===== config.mk =====
export PLATFORM = sky130hd
export DESIGN_NAME = clamp_pulse_gen
export DESIGN_NICKNAME = d
export VERILOG_FILES = /design/src/rtl/clamp_pkg.sv /design/src/rtl/clamp_sync_chain.sv /design/src/rtl/clamp_trail_detect.sv /design/src/rtl/clamp_sequencer.sv /design/src/rtl/clamp_out_select.sv /design/src/rtl/clamp_pulse_gen.sv
export SDC_FILE = /design/constraint.sdc
export NUM_CORES = 1
export LEC_CHECK = 0
export BUFFER_PORTS_ARGS = -buffer_cell sky130_fd_sc_hd__buf_2
export CORE_ASPECT_RATIO = 1.25
export CORE_MARGIN = 2
export CORE_UTILIZATION = 35
export DETAILED_ROUTE_END_ITERATION = 8
export PLACE_DENSITY = 0.64
export SLEW_MARGIN = 20
export SYNTH_ARGS = -nofsm -noshare
export SYNTH_HDL_FRONTEND = slang
export SYNTH_HIERARCHICAL = 1
export SYNTH_SLANG_ARGS = --single-unit

===== constraint.sdc =====
create_clock -name clk -period 2.5 [get_ports clk]
set_input_delay 0.125 -clock clk [delete_from_list [all_inputs] [get_ports clk]]
set_output_delay 0.125 -clock clk [all_outputs]
set_load 0.005 [all_outputs]

===== src/rtl/clamp_pkg.sv =====
`timescale 1ns/1ps
package clamp_pkg;
  typedef enum logic [1:0] {
    SEQ_IDLE   = 2'd0,
    SEQ_DELAY  = 2'd1,
    SEQ_ACTIVE = 2'd2
  } seq_state_e;
endpackage


===== src/rtl/clamp_sync_chain.sv =====
`timescale 1ns/1ps
module clamp_sync_chain #(
  parameter int STAGES = 2
) (
  input  logic clk,
  input  logic rst_n,
  input  logic d,
  output logic q
);
  logic [STAGES-1:0] chain;

  generate
    if (STAGES == 1) begin : g_single
      always_ff @(posedge clk or negedge rst_n) begin
        if (!rst_n) chain <= '0;
        else        chain <= d;
      end
    end else begin : g_multi
      always_ff @(posedge clk or negedge rst_n) begin
        if (!rst_n) chain <= '0;
        else        chain <= {chain[STAGES-2:0], d};
      end
    end
  endgenerate

  assign q = chain[STAGES-1];
endmodule


===== src/rtl/clamp_trail_detect.sv =====
`timescale 1ns/1ps
module clamp_trail_detect (
  input  logic clk,
  input  logic rst_n,
  input  logic level,
  input  logic sync_high,
  output logic trail
);
  logic prev;

  always_ff @(posedge clk or negedge rst_n) begin
    if (!rst_n) prev <= 1'b0;
    else        prev <= level;
  end

  // The end of an active-high pulse is a fall; the end of an active-low pulse is a rise.
  always_comb begin
    if (sync_high) trail = prev & ~level;
    else           trail = ~prev & level;
  end
endmodule


===== src/rtl/clamp_sequencer.sv =====
`timescale 1ns/1ps
module clamp_sequencer
  import clamp_pkg::*;
#(
  parameter int CNT_W = 8
) (
  input  logic             clk,
  input  logic             rst_n,
  input  logic             trail,
  input  logic [CNT_W-1:0] place,
  input  logic [CNT_W-1:0] width,
  output seq_state_e       state,
  output logic [CNT_W-1:0] cnt,
  output logic             active_next
);
  localparam logic [CNT_W-1:0] ONE = CNT_W'(1);

  logic [CNT_W-1:0] place_eff;
  logic [CNT_W-1:0] width_eff;
  seq_state_e       nxt_state;
  logic [CNT_W-1:0] nxt_cnt;

  // A zero setting is treated as one so the sequence always ends.
  assign place_eff = (place == '0) ? ONE : place;
  assign width_eff = (width == '0) ? ONE : width;

  always_comb begin
    nxt_state = state;
    nxt_cnt   = cnt;
    if (trail) begin
      nxt_state = SEQ_DELAY;
      nxt_cnt   = place_eff;
    end else begin
      unique case (state)
        SEQ_DELAY: begin
          if (cnt <= ONE) begin
            nxt_state = SEQ_ACTIVE;
            nxt_cnt   = width_eff;
          end else begin
            nxt_cnt = cnt - ONE;
          end
        end
        SEQ_ACTIVE: begin
          if (cnt <= ONE) begin
            nxt_state = SEQ_IDLE;
            nxt_cnt   = '0;
          end else begin
            nxt_cnt = cnt - ONE;
          end
        end
        default: begin
          nxt_state = SEQ_IDLE;
          nxt_cnt   = '0;
        end
      endcase
    end
  end

  always_ff @(posedge clk or negedge rst_n) begin
    if (!rst_n) begin
      state <= SEQ_IDLE;
      cnt   <= '0;
    end else begin
      state <= nxt_state;
      cnt   <= nxt_cnt;
    end
  end

  assign active_next = (nxt_state == SEQ_ACTIVE);
endmodule


===== src/rtl/clamp_out_select.sv =====
`timescale 1ns/1ps
module clamp_out_select (
  input  logic clk,
  input  logic rst_n,
  input  logic int_active,
  input  logic ext_clamp,
  input  logic ext_sel,
  input  logic ext_high,
  output logic clamp
);
  logic ext_active;

  assign ext_active = ~(ext_clamp ^ ext_high);

  always_ff @(posedge clk or negedge rst_n) begin
    if (!rst_n)       clamp <= 1'b0;
    else if (ext_sel) clamp <= ext_active;
    else              clamp <= int_active;
  end
endmodule


===== src/rtl/clamp_pulse_gen.sv =====
`timescale 1ns/1ps
module clamp_pulse_gen
  import clamp_pkg::*;
#(
  parameter int CNT_W       = 8,
  parameter int SYNC_STAGES = 2
) (
  input  logic             clk,
  input  logic             rst_n,
  input  logic             hsync_raw,
  input  logic             ext_clamp,
  input  logic [CNT_W-1:0] cfg_place,
  input  logic [CNT_W-1:0] cfg_width,
  input  logic             cfg_sync_high,
  input  logic             cfg_ext_sel,
  input  logic             cfg_ext_high,
  output logic             clamp_en
);
  logic             hs_sync;
  logic             trail_pulse;
  seq_state_e       seq_state;
  logic [CNT_W-1:0] seq_cnt;
  logic             seq_active_next;

  clamp_sync_chain #(.STAGES(SYNC_STAGES)) u_hs_sync (
    .clk (clk),
    .rst_n (rst_n),
    .d (hsync_raw),
    .q (hs_sync)
  );

  clamp_trail_detect u_trail (
    .clk (clk),
    .rst_n (rst_n),
    .level (hs_sync),
    .sync_high (cfg_sync_high),
    .trail (trail_pulse)
  );

  clamp_sequencer #(.CNT_W(CNT_W)) u_seq (
    .clk (clk),
    .rst_n (rst_n),
    .trail (trail_pulse),
    .place (cfg_place),
    .width (cfg_width),
    .state (seq_state),
    .cnt (seq_cnt),
    .active_next (seq_active_next)
  );

  clamp_out_select u_out (
    .clk (clk),
    .rst_n (rst_n),
    .int_active (seq_active_next),
    .ext_clamp (ext_clamp),
    .ext_sel (cfg_ext_sel),
    .ext_high (cfg_ext_high),
    .clamp (clamp_en)
  );
endmodule


==> reports/results.txt <==
status - finished clean
Setup crit end kind - register
Slew HR - 0.618
Leak Pwr - 0.491 nW
Nets - 144
Synth Instances - 87
CTS-repair resized insts - 0
setup_tns - 0 ns
synthesized cell area - 890 um^2
Core Rows - 20
DRT iter0 DRCs - 47
Inserted Diodes - 0
WL final - 2060 um
CP Class - register to register
Period Utilization, post-route - 0.881
Synth cell types - 35
number of buffers created by CTS - 3
Layout Area Growth over Synthesis - 23.9%
fmax - 454 MHz
initial antenna violation count - 0
PwrDens - 547 nW/um^2
CTS tree - done
commonest non-fill, non-tap cell in the layout - buf_2
vias in the first global route - 780
CP max FO - 9
Post-Syn Nets - 114
placed cell area - 1050 um^2
first-pass GRT wire length - 3330 um
post-route ant nets - 0
Final Hold Vio Count - 0
mean post-synth cell area - 10.2 um^2
Slew @ Worst Pin - 0.567 ns
Post-DP HPWL - 1660 um
reg-to-reg endpoint - u_out/clamp$_DFF_PN0_
core area - 2430 um^2
r2r setup slk - 0.30 ns
starting density of the core - 0.366
largest net degree at the start of global routing - 15
Max clock buf depth - 2
Crit path required time - 2.67 ns
setup skew after layout - 0.00503 ns
vias - 803
die area - 2960 um^2
die width - 49.1 um
RePlAce Congestion - 0.887
Final Max Slew Viols - 0
Global Route Usage Sum - 0.151
sequential cell area fraction in the yosys report - 0.394
I/O pins - 24
H-tree levels - 1
Hold Crit Start - cfg_place[5]
Root Buffer - clkbuf_4
1st-pass router iterations - 4
Reg clk slew, reported paths - 0.09 ns
CTS Sinks - 14
port buffer count - 23
Via density - 5.39
final instance area - 1100 um^2
final setup fails - 0
Final min period - 2.20 ns
RSZ-0062 raised after global routing - no
maximum VDD drop - 0.312 mV
Reg-to-Reg Start - u_seq/cnt[4]$_DFF_PN0_
Finished Core Util - 0.454
wire per inst - 13.8 um
R2R depth - 5
CP Launch Type - register
Synth Register Bits - 14
DRC - 0
# Max-Cap Violations - 0
most frequent cells in the layout - buf_2 (23), dfrtp_1 (14), nor2_1 (7)
worst hold endpoint - u_seq/cnt[5]$_DFF_PN0_
global route total overflow - 0
Yosys warning total - 6
Die Ht - 60.4 um
cell depth of the worst hold path - 3
clk_lat worst skew - 0.28 ns
share of cells above drive strength 1 - 0.319
arrival time worst endpoint - 2.37 ns
worst min-delay path class - input pin to register
[per-layer routing]
metal  wire length [um]  track usage  share of wire  up-vias
met5                  0            0              0        -
met2               1100        0.295           0.54       32
li1                   -            -              -      386
met1                794        0.160           0.38      377
met3                101       0.0148          0.049        8
met4                 63       0.0857          0.031        0
[cells in the mapped netlist (all sizes together)]
library cell	count	share of area
o21bai	1	0.0084
o311ai	1	0.0098
and2	2	0.017
a32oi	3	0.030
or4	4	0.042
or3	1	0.0070
nand2	5	0.021
nand4	2	0.014
nor3	2	0.011
mux2i	4	0.045
a21oi	2	0.011
o211ai	3	0.025
inv	5	0.021
nand3b	1	0.0084
mux2	1	0.017
nor4	4	0.035
nor2b	1	0.0070
nor3b	2	0.017
xnor2	2	0.020
clkbuf	1	0.0042
nand2b	1	0.0070
o21ai	7	0.044
a31oi	1	0.024
buf	1	0.013
dfrtp	14	0.39
o31ai	2	0.032
xor2	3	0.030
ha	4	0.056
nor2	7	0.030
[state kept, by name, summed over array words and instances, names as in the netlist]
| signal | cells |
|---|---|
| u_out/clamp | 1 |
| u_seq/cnt | 8 |
| u_hs_sync/chain | 2 |
| u_seq/state | 2 |
| u_trail/prev | 1 |
[worst max-delay path: stages (launching register included)]
cell and delay [ns]:
dfrtp_1 0.41, or4_4 0.56, or4_4 0.52, a31oi_4 0.26
nor2_1 0.08, mux2_4 0.26
[per-stage QoR]
step | total power (W) | setup slack, ns | std cells | hold slack (ns)
finish | 0.000603 | 0.298 | 149 | 0.0718
global route | 0.000637 | 0.216 | 149 | 0.0820
CTS | 0.000609 | 0.299 | 149 | 0.0637
detailed placement | 0.000443 | 0.302 | 143 | 0.0373
global placement | 0.000439 | 0.337 | 143 | 0.0372
floorplan | 0.000390 | 0.343 | 87 | -0.171
[area by class of cell]
class / count / area, um^2
timing repair buffer: 27 / 150
inverter: 5 / 18.8
tap: 33 / 41.3
fill: 243 / 1330
multi-input combinational: 66 / 505
sequential: 14 / 350
clock buffer: 4 / 36.3
[logic make-up after synthesis]
family | Yosys count | synth area share
flops | 14 | 0.394
simple gates | 32 | 0.217
fa+ha+maj | 4 | 0.0563
compound gates | 20 | 0.184
buf+inv | 7 | 0.0380
xor+xnor | 5 | 0.0492
mux | 5 | 0.0619
[worst max path at each step]
| stage | cells past startpoint | slack, ns | start | to |
|---|---|---|---|---|
| 2_1_floorplan | 6 | 0.34 | u_seq/cnt[4]$_DFF_PN0_ | u_out/clamp$_DFF_PN0_ |
| 3_3_place_gp | 5 | 0.34 | u_seq/cnt[4]$_DFF_PN0_ | u_out/clamp$_DFF_PN0_ |
| 3_5_place_dp | 5 | 0.30 | u_seq/cnt[4]$_DFF_PN0_ | u_out/clamp$_DFF_PN0_ |
| 4_1_cts | 5 | 0.30 | u_seq/cnt[4]$_DFF_PN0_ | u_out/clamp$_DFF_PN0_ |
| 5_1_grt | 5 | 0.22 | u_seq/cnt[4]$_DFF_PN0_ | u_out/clamp$_DFF_PN0_ |
| 6_report | 5 | 0.30 | u_seq/cnt[4]$_DFF_PN0_ | u_out/clamp$_DFF_PN0_ |
[where the power goes]
part | switching [W] | internal, W | total, W
Sequential | 0.0000140 | 0.000242 | 0.000256
Combinational | 0.000101 | 0.0000855 | 0.000186
Clock | 0.0000721 | 0.0000886 | 0.000161
[timing repair]
action	in CTS	in global routing
hold buffers	2	0
endpoints found under the hold margin	15	0
buffers inserted	0	0
No activity file was read; power rests on OpenSTA's default activity.
